[src/rtl/sci_irq_unit.sv]
module sci_irq_unit (
  input  logic       clk,
  input  logic       rst_n,
  input  logic       set_tx_empty,
  input  logic       set_tx_end,
  input  logic       set_rx_full,
  input  logic       set_overrun,
  input  logic       set_parity,
  input  logic       set_framing,
  input  logic       sw_clr_stb,
  input  logic [5:0] sw_clr_mask,
  input  logic       en_tx,
  input  logic       en_rx,
  input  logic       en_txend,
  input  logic       sel_tx,
  input  logic       sel_rx,
  input  logic       xfer_done_tx,
  input  logic       xfer_done_rx,
  output logic [5:0] flags,
  output logic       req_rx_err,
  output logic       req_rx_full,
  output logic       req_tx_empty,
  output logic       req_tx_end,
  output logic       trig_rx,
  output logic       trig_tx,
  output logic [3:0] prio_vec
);

  localparam logic [5:0] FLAG_RST = 6'b000011;

  logic [5:0] flag_q, set_v, clr_v, sw_v, flag_d;
  logic       done_tx_ok, done_rx_ok;

  assign set_v = {set_framing, set_parity, set_overrun, set_rx_full, set_tx_end, set_tx_empty};
  assign sw_v  = sw_clr_stb ? sw_clr_mask : 6'b0;
  assign done_tx_ok = xfer_done_tx & trig_tx;
  assign done_rx_ok = xfer_done_rx & trig_rx;

  assign clr_v[0]   = sw_v[0] | done_tx_ok;
  assign clr_v[1]   = sw_v[1] | clr_v[0];
  assign clr_v[2]   = sw_v[2] | done_rx_ok;
  assign clr_v[5:3] = sw_v[5:3];

  assign flag_d = (flag_q & ~clr_v) | set_v;

  always_ff @(posedge clk or negedge rst_n)
    if (!rst_n) flag_q <= FLAG_RST;
    else        flag_q <= flag_d;

  assign flags = flag_q;

  always_ff @(posedge clk or negedge rst_n)
    if (!rst_n) begin
      req_rx_err   <= 1'b0;
      req_rx_full  <= 1'b0;
      req_tx_empty <= 1'b0;
      req_tx_end   <= 1'b0;
      trig_rx      <= 1'b0;
      trig_tx      <= 1'b0;
    end else begin
      req_rx_err   <= (|flag_q[5:3]) & en_rx;
      req_rx_full  <= flag_q[2] & en_rx & ~sel_rx;
      trig_rx      <= flag_q[2] & en_rx & sel_rx;
      req_tx_empty <= flag_q[0] & en_tx & ~sel_tx;
      trig_tx      <= flag_q[0] & en_tx & sel_tx;
      req_tx_end   <= flag_q[1] & en_txend;
    end

  always_comb begin
    prio_vec = 4'b0000;
    if      (req_rx_err)   prio_vec = 4'b1000;
    else if (req_rx_full)  prio_vec = 4'b0100;
    else if (req_tx_empty) prio_vec = 4'b0010;
    else if (req_tx_end)   prio_vec = 4'b0001;
  end

  a_r6_req_trig_excl: assert property (@(posedge clk) disable iff (!rst_n)
    !(trig_tx && req_tx_empty) && !(trig_rx && req_rx_full));

  a_r10_prio_onehot: assert property (@(posedge clk) disable iff (!rst_n)
    $onehot0(prio_vec) && ((|prio_vec) == (req_rx_err | req_rx_full | req_tx_empty | req_tx_end)));

  a_r7_tx_done_clears: assert property (@(posedge clk) disable iff (!rst_n)
    (trig_tx && xfer_done_tx && !set_tx_empty && !set_tx_end) |=> (flags[1:0] == 2'b00));

  a_r7_rx_done_clears: assert property (@(posedge clk) disable iff (!rst_n)
    (trig_rx && xfer_done_rx && !set_rx_full) |=> !flags[2]);

  a_r5_txend_gated: assert property (@(posedge clk) disable iff (!rst_n)
    req_tx_end |-> $past(en_txend));

  a_r9_set_wins: assert property (@(posedge clk) disable iff (!rst_n)
    set_rx_full |=> flags[2]);

endmodule

[config.mk]
export PLATFORM = sky130hd
export DESIGN_NAME = sci_irq_unit
export DESIGN_NICKNAME = d
export VERILOG_FILES = /design/src/rtl/sci_irq_unit.sv
export SDC_FILE = /design/constraint.sdc
export NUM_CORES = 1
export LEC_CHECK = 0
export ABC_CLOCK_PERIOD_IN_PS = 1000
export BUFFER_PORTS_ARGS = -buffer_cell sky130_fd_sc_hd__buf_4
export CAP_MARGIN = 20
export CORE_UTILIZATION = 35
export DETAILED_ROUTE_END_ITERATION = 10
export GPL_ROUTABILITY_DRIVEN = 0
export PLACE_DENSITY = 0.74
export SETUP_SLACK_MARGIN = 0.02
export SYNTH_ARGS = -nofsm -noshare
export SYNTH_HDL_FRONTEND = slang
export SYNTH_SLANG_ARGS = --single-unit
[constraint.sdc]
create_clock -name clk -period 1 [get_ports clk]
set_input_delay 0.1 -clock clk [delete_from_list [all_inputs] [get_ports clk]]
set_output_delay 0.1 -clock clk [all_outputs]
set_load 0.01 [all_outputs]
==> impl_metrics.ini, run 1 <==
[outcome]
run_status = complete, but fails checks
failed_checks = negative setup slack

[power_and_ir_drop]
power.share.sequential = 0.474
switching_share = 0.223
combinationalPowerShare = 0.208
vdd_ir_drop_max_v = 0.000889
cell_internal_power_dissipation_uw = 901
power_leakage_uw = 0.000444
clock_power_share = 0.318
netSwitchingPower_uw = 259
cellPowerDensity_nw_per_um2 = 1330

[cts]
clock_latency_on_the_worst_skew_pair_ns = 0.26
tritoncts.num_buffers = 3
clk_transition_reported_paths_ns = 0.07
cts_tree = done
max-clock-path-buffers = 2
cts_max_level = 1
clock_sink_total = 12
cts.root.buffer_cell = sky130_fd_sc_hd__clkbuf_4

[logic_synthesis]
synth_cells = 37
part_of_the_yosys_area_used_for_sequential_elements = 0.667
syn_nets = 59
compound_gate_fraction_of_synth_area = 0.152
synth_simple_gate_area_frac = 0.165
ys_warn_count = 0
mappedNetlistArea_um2 = 454
synthesis.area_per_instance_um2 = 12.3
synthAdderAreaFrac = 0
post_synth_cell_types = 15
multiplexer_share_of_the_synthesized_area = 0
synth_top_family_by_area = simple AND/OR/NAND/NOR gates
synth_xor_area_frac = 0
ys_ff_latch = 12

[setup_path]
worstSetupEndpointType = output pin
timing.critical_path.depth = 2
worst_r2r_path_depth = 2
ws_path_type = reg2out
cp_max_fo = 3
arrival_ns = 1.11
r2r-end = trig_tx
worst_path_largest_cell_delay_ns = 0.41
worst_path_cell_with_the_longest_stage_delay = sky130_fd_sc_hd__dfrtp_1
worstSetupStartpointType = register
r2r_start = flags[0]
critical_path.n_buffers_inverters = 1
cpLargestDelayFamily = flip-flops
ff2ff_setup_slack_ns = 0.16
timing.critical_path.cells = nor4b_2 > buf_4
cp_data_required_time_ns = 0.90

[floorplanning]
die-height_um = 38.0
placeableCoreArea_um2 = 1160
floorplan.rows = 12
die-width_um = 38.0
io_pins = 38
initial_utilization = 0.393
die_area_um2 = 1450

[routing]
drt.antenna.violating_nets = 0
routed_wl_um = 1160
wl_met1_um = 445
number_of_iterations_in_the_first_detailed_routing_pass = 4
dr.first_iter.drc_count = 6
routed-via-count = 475
met2_wirelength_um = 682
drt_drc_violations_left = 0
wl_met3_um = 36
route.detailed.vias_per_inst = 4.80
wl_per_cell_um = 11.7
topRoutingLayerUsed = met3

[min_path]
worstHoldEndpoint = flags[4]
min-delay-start = set_parity
min_delay_path_depth = 2
worst_hold_path_type = in2reg

[timing]
totalNegativeSetupSlack_ns = -0.524
slew_violations = 0
finalSetupViolations = 5
post-route-worst-setup-slack_ns = -0.212
final_hold_fails = 0
clock_skew_ns = 0.00480
finalWorstPathRequiredPeriod_ns = 1.21
worst_slew_pin_slew_ns = 0.205
min_period_over_period = 1.21
grt_setup_unrepaired = yes
max_freq_mhz = 825
worst_slew_margin_relative_to_its_limit = 0.863

[layout]
num_antenna_cells = 0
stdcell_count = 99
final_net_count = 108
drive_above_1_share = 0.565
area_growth_pct = 91.5
fillCellCount = 81

[global_routing]
grt_usage = 0.180
grt_start_max_net_pins = 13
grt_pass1_vias = 463
grt_antenna_before_repair = 0
globalRoute.totalOverflow = 0
wire_length_of_the_first_global_routing_pass_um = 1760

[placed_design]
place_worst_setup_slack_ns = 0.0545
post-place-cells = 87
io_buffer_count = 37
post-dp-hpwl_um = 862

[job]
number_of_maximum_capacitance_violations = 0
## cells by family after synthesis
logic type             after synthesis
AO/OA/AOI/OAI                        9
flip-flops                          12
AND/OR/NAND/NOR                     15
buffers and inverters                1
## worst register-to-register path: stages, from the launching register on
cell	delay [ns]
sky130_fd_sc_hd__dfstp_2	0.54
sky130_fd_sc_hd__buf_4	0.11
sky130_fd_sc_hd__and3_1	0.13
## worst max path at each step
stage | from | endpoint
2_1_floorplan | req_rx_full | prio_vec[0]
3_3_place_gp | req_rx_full | prio_vec[0]
3_5_place_dp | req_rx_full | prio_vec[0]
4_1_cts | req_tx_empty | prio_vec[0]
5_1_grt | req_tx_empty | prio_vec[0]
6_report | req_tx_empty | prio_vec[0]
## per-layer routing
layer | GRT usage | vias up
met5 | 0 | -
met4 | 0.0804 | 0
met3 | 0.0349 | 0
met2 | 0.326 | 17
met1 | 0.200 | 227
li1 | - | 231
## flip-flops by register name, summed over array words and instances, names as in the netlist
| signal | count |
|---|---|
| req_rx_full | 1 |
| req_tx_end | 1 |
| flags | 6 |
| trig_rx | 1 |
| req_tx_empty | 1 |
| req_rx_err | 1 |
| trig_tx | 1 |
## cell usage in the layout, fill, tap and decap left out
cell type / n
sky130_fd_sc_hd__dfstp_2: 2
sky130_fd_sc_hd__nor2_1: 2
sky130_fd_sc_hd__and2_1: 1
sky130_fd_sc_hd__dfrtp_1: 10
sky130_fd_sc_hd__clkbuf_8: 1
sky130_fd_sc_hd__nor4b_2: 1
sky130_fd_sc_hd__nand2_1: 7
sky130_fd_sc_hd__a22oi_1: 1
sky130_fd_sc_hd__clkbuf_4: 3
sky130_fd_sc_hd__a31o_1: 2
sky130_fd_sc_hd__buf_4: 37
sky130_fd_sc_hd__and3_1: 2
sky130_fd_sc_hd__nor2b_1: 1
sky130_fd_sc_hd__o21ai_1: 1
sky130_fd_sc_hd__a21o_1: 4
sky130_fd_sc_hd__nor3b_1: 1
sky130_fd_sc_hd__dlygate4sd3_1: 4
sky130_fd_sc_hd__buf_6: 4
sky130_fd_sc_hd__o31a_1: 1
## power by group through the flow
stage | Sequential (µW) | Clock, µW | Combinational (µW)
2_1_floorplan | 572 | 0 | 46.9
3_3_place_gp | 557 | 0 | 201
3_5_place_dp | 560 | 0 | 204
4_1_cts | 549 | 383 | 235
5_1_grt | 554 | 405 | 263
6_report | 549 | 369 | 241
## timing repair
item | in CTS | in global routing
hold buffers | 3 | 1
gates resized for setup | 3 | 1
endpoints found under the setup margin | 5 | 6
endpoints found under the hold margin | 14 | 1
pin swaps | 1 | 0
buffers inserted | 3 | 1
## cells in the mapped netlist
cell type,n,area share
sky130_fd_sc_hd__a21o_1,4,0.066
sky130_fd_sc_hd__nor3b_1,1,0.017
sky130_fd_sc_hd__dfstp_2,2,0.12
sky130_fd_sc_hd__nand2_1,7,0.058
sky130_fd_sc_hd__dfrtp_1,10,0.55
sky130_fd_sc_hd__buf_4,1,0.017
sky130_fd_sc_hd__nor4b_1,1,0.019
sky130_fd_sc_hd__and3_1,2,0.028
sky130_fd_sc_hd__nor2_1,2,0.017
sky130_fd_sc_hd__and2_1,1,0.014
sky130_fd_sc_hd__a31o_1,2,0.039
sky130_fd_sc_hd__o31a_1,1,0.019
sky130_fd_sc_hd__a22oi_1,1,0.017
sky130_fd_sc_hd__o21ai_1,1,0.011
sky130_fd_sc_hd__nor2b_1,1,0.014
## metrics by stage
stage	power (µW)	util	hold WS (ns)	cell area, µm²
after global routing	1220	0.752	0.00769	870
after detailed placement	764	0.647	-0.0554	748
final	1160	0.752	0.0101	870
after global placement	758	0.647	-0.0568	748
after floorplan	619	-	-0.196	460
after CTS	1170	0.734	0.000101	848
## final cells by class
type	instances	area [µm²]	area share
Timing Repair Buffer	45	363	0.417
Multi-Input combinational cell	24	150	0.173
Sequential cell	12	303	0.348
Tap cell	14	17.5	0.0201
Clock buffer	4	36.3	0.0417
Note: power is estimated with default switching activity, not from simulation.
==> inputs of run 2 (changes only) <==
SETUP_SLACK_MARGIN = 0.5   (was 0.02)
==> impl_metrics.ini, run 2 (synthesis gave the netlist of run 1 again) <==
[cts]
max-clock-path-buffers = 2
cts.hold.buffers_added = 1
cts_max_level = 1
clock_sink_total = 12
tritoncts.num_buffers = 3
cts.root.buffer_cell = sky130_fd_sc_hd__clkbuf_4
cts_tree = done
clock_latency_on_the_worst_skew_pair_ns = 0.26
clk_transition_reported_paths_ns = 0.07

[layout]
stdcell_count = 99
stdcell_area_um2 = 951
num_antenna_cells = 0
largest_reg_flops = 6
final_net_count = 108
finish.utilization = 0.823
mostFrequentLayoutCells = sky130_fd_sc_hd__buf_4 (28), sky130_fd_sc_hd__buf_6 (16), sky130_fd_sc_hd__dfrtp_1 (8), sky130_fd_sc_hd__nand2_1 (5), sky130_fd_sc_hd__a21o_1 (4)
area_growth_pct = 109
drive_above_1_share = 0.706
mostFrequentLayoutCell = sky130_fd_sc_hd__buf_4

[timing]
worst_slew_pin_slew_ns = 0.181
final_hold_fails = 2
clock_skew_ns = 0.00565
worst_slew_margin_relative_to_its_limit = 0.879
min_period_over_period = 1.20
max_freq_mhz = 830
finalWorstPathRequiredPeriod_ns = 1.20
grt_setup_unrepaired = yes
finalSetupViolations = 8
post_route_worst_hold_slack_ns = -0.0118
slew_violations = 0
post-route-worst-setup-slack_ns = -0.205

[routing]
number_of_iterations_in_the_first_detailed_routing_pass = 4
drt.antenna.violating_nets = 0
drt_drc_violations_left = 0
route.detailed.vias_per_inst = 4.72
dr.first_iter.drc_count = 4
wl_per_cell_um = 12.4
routed-via-count = 467
routed_wl_um = 1230

[global_routing]
wire_length_of_the_first_global_routing_pass_um = 1870
grt_antenna_before_repair = 0
globalRoute.totalOverflow = 0
grt_start_max_net_pins = 13
grt_usage = 0.194
grt_pass1_vias = 419

[power_and_ir_drop]
power_leakage_uw = 0.000464
power_uw = 1150
power.share.sequential = 0.485
switching_share = 0.239
netSwitchingPower_uw = 274
vdd_ir_drop_max_v = 0.000978
clock_power_share = 0.258
cellPowerDensity_nw_per_um2 = 1210
combinationalPowerShare = 0.257
cell_internal_power_dissipation_uw = 875

[placed_design]
post-place-cells = 87
post-dp-hpwl_um = 840
io_buffer_count = 37
place_area_um2 = 772
place_worst_setup_slack_ns = 0.0672

[setup_path]
worst_path_cell_with_the_longest_stage_delay = sky130_fd_sc_hd__dfrtp_1
worstSetupStartpointType = register
worst_path_largest_cell_delay_ns = 0.42
cp_max_fo = 3
ws_path_type = reg2out
arrival_ns = 1.10
worstSetupEndpointType = output pin
timing.critical_path.cells = nor4b_4 > buf_4
worst_r2r_path_depth = 3
cp_data_required_time_ns = 0.90

[outcome]
run_status = complete, but fails checks
failed_checks = negative hold slack, negative setup slack

[floorplanning]
floorplan.rows = 12
initial_utilization = 0.393
die_area_um2 = 1450
die-width_um = 38.0
die-height_um = 38.0
io_pins = 38
placeableCoreArea_um2 = 1160

[job]
number_of_maximum_capacitance_violations = 0

[min_path]
worst_hold_path_type = in2reg
min_delay_path_depth = 2
## run 2: critical path, delay by kind of cell (launching register included)
kind	cells	cell delay, ns
flops	1	0.42
buf+inv	1	0.15
simple gates	1	0.27
## run 2: power groups by stage
stage / Combinational (µW) / Clock [µW] / Sequential, µW
floorplan: 53.5 / 0 / 578
global placement: 206 / 0 / 564
detailed placement: 207 / 0 / 566
CTS: 277 / 310 / 557
global route: 319 / 327 / 562
finish: 295 / 296 / 557
## run 2: final cells by class
type | count | area (µm²)
flip-flops and latches | 12 | 305
multi-input cells | 24 | 201
well taps | 14 | 17.5
clock buffers | 4 | 26.3
repair buffers | 45 | 400
fillers | 75 | 205
## run 2: worst paths after layout
| kind | startpoint | to | slack [ns] |
|---|---|---|---|
| worst max-delay path | req_tx_empty | prio_vec[0] | -0.20 |
| worst min-delay path | sel_tx | req_tx_empty | -0.01 |
| worst max register to register | flags[0] | trig_tx | 0.07 |
| worst min register to register | flags[4] | flags[4] | 0.54 |
| max in group asynchronous | rst_n | flags[1] | 0.56 |
| min in group asynchronous | rst_n | req_tx_end | 0.20 |
## run 2: per-stage QoR
stage / hold WS, ns / setup TNS (ns)
5_1_grt: -0.0143 / -1.02
4_1_cts: -0.0241 / -0.801
6_report: -0.0118 / -0.698
2_1_floorplan: -0.196 / 0
3_5_place_dp: -0.0561 / 0
3_3_place_gp: -0.0541 / 0
## run 2: what timing repair did
action	CTS	global route
gates resized for setup	19	5
setup buffers	6	1
pin swaps	2	0
hold endpoints to repair	14	3
cloned	0	0
endpoints found under the setup margin	28	28
## run 2: metal layers
| metal | global-route usage | up-vias | wire length (µm) |
|---|---|---|---|
| met5 | 0 | - | 0 |
| met3 | 0.0872 | 0 | 56 |
| met4 | 0.0268 | 0 | 0 |
| met2 | 0.322 | 20 | 707 |
| li1 | - | 229 | - |
| met1 | 0.233 | 218 | 464 |
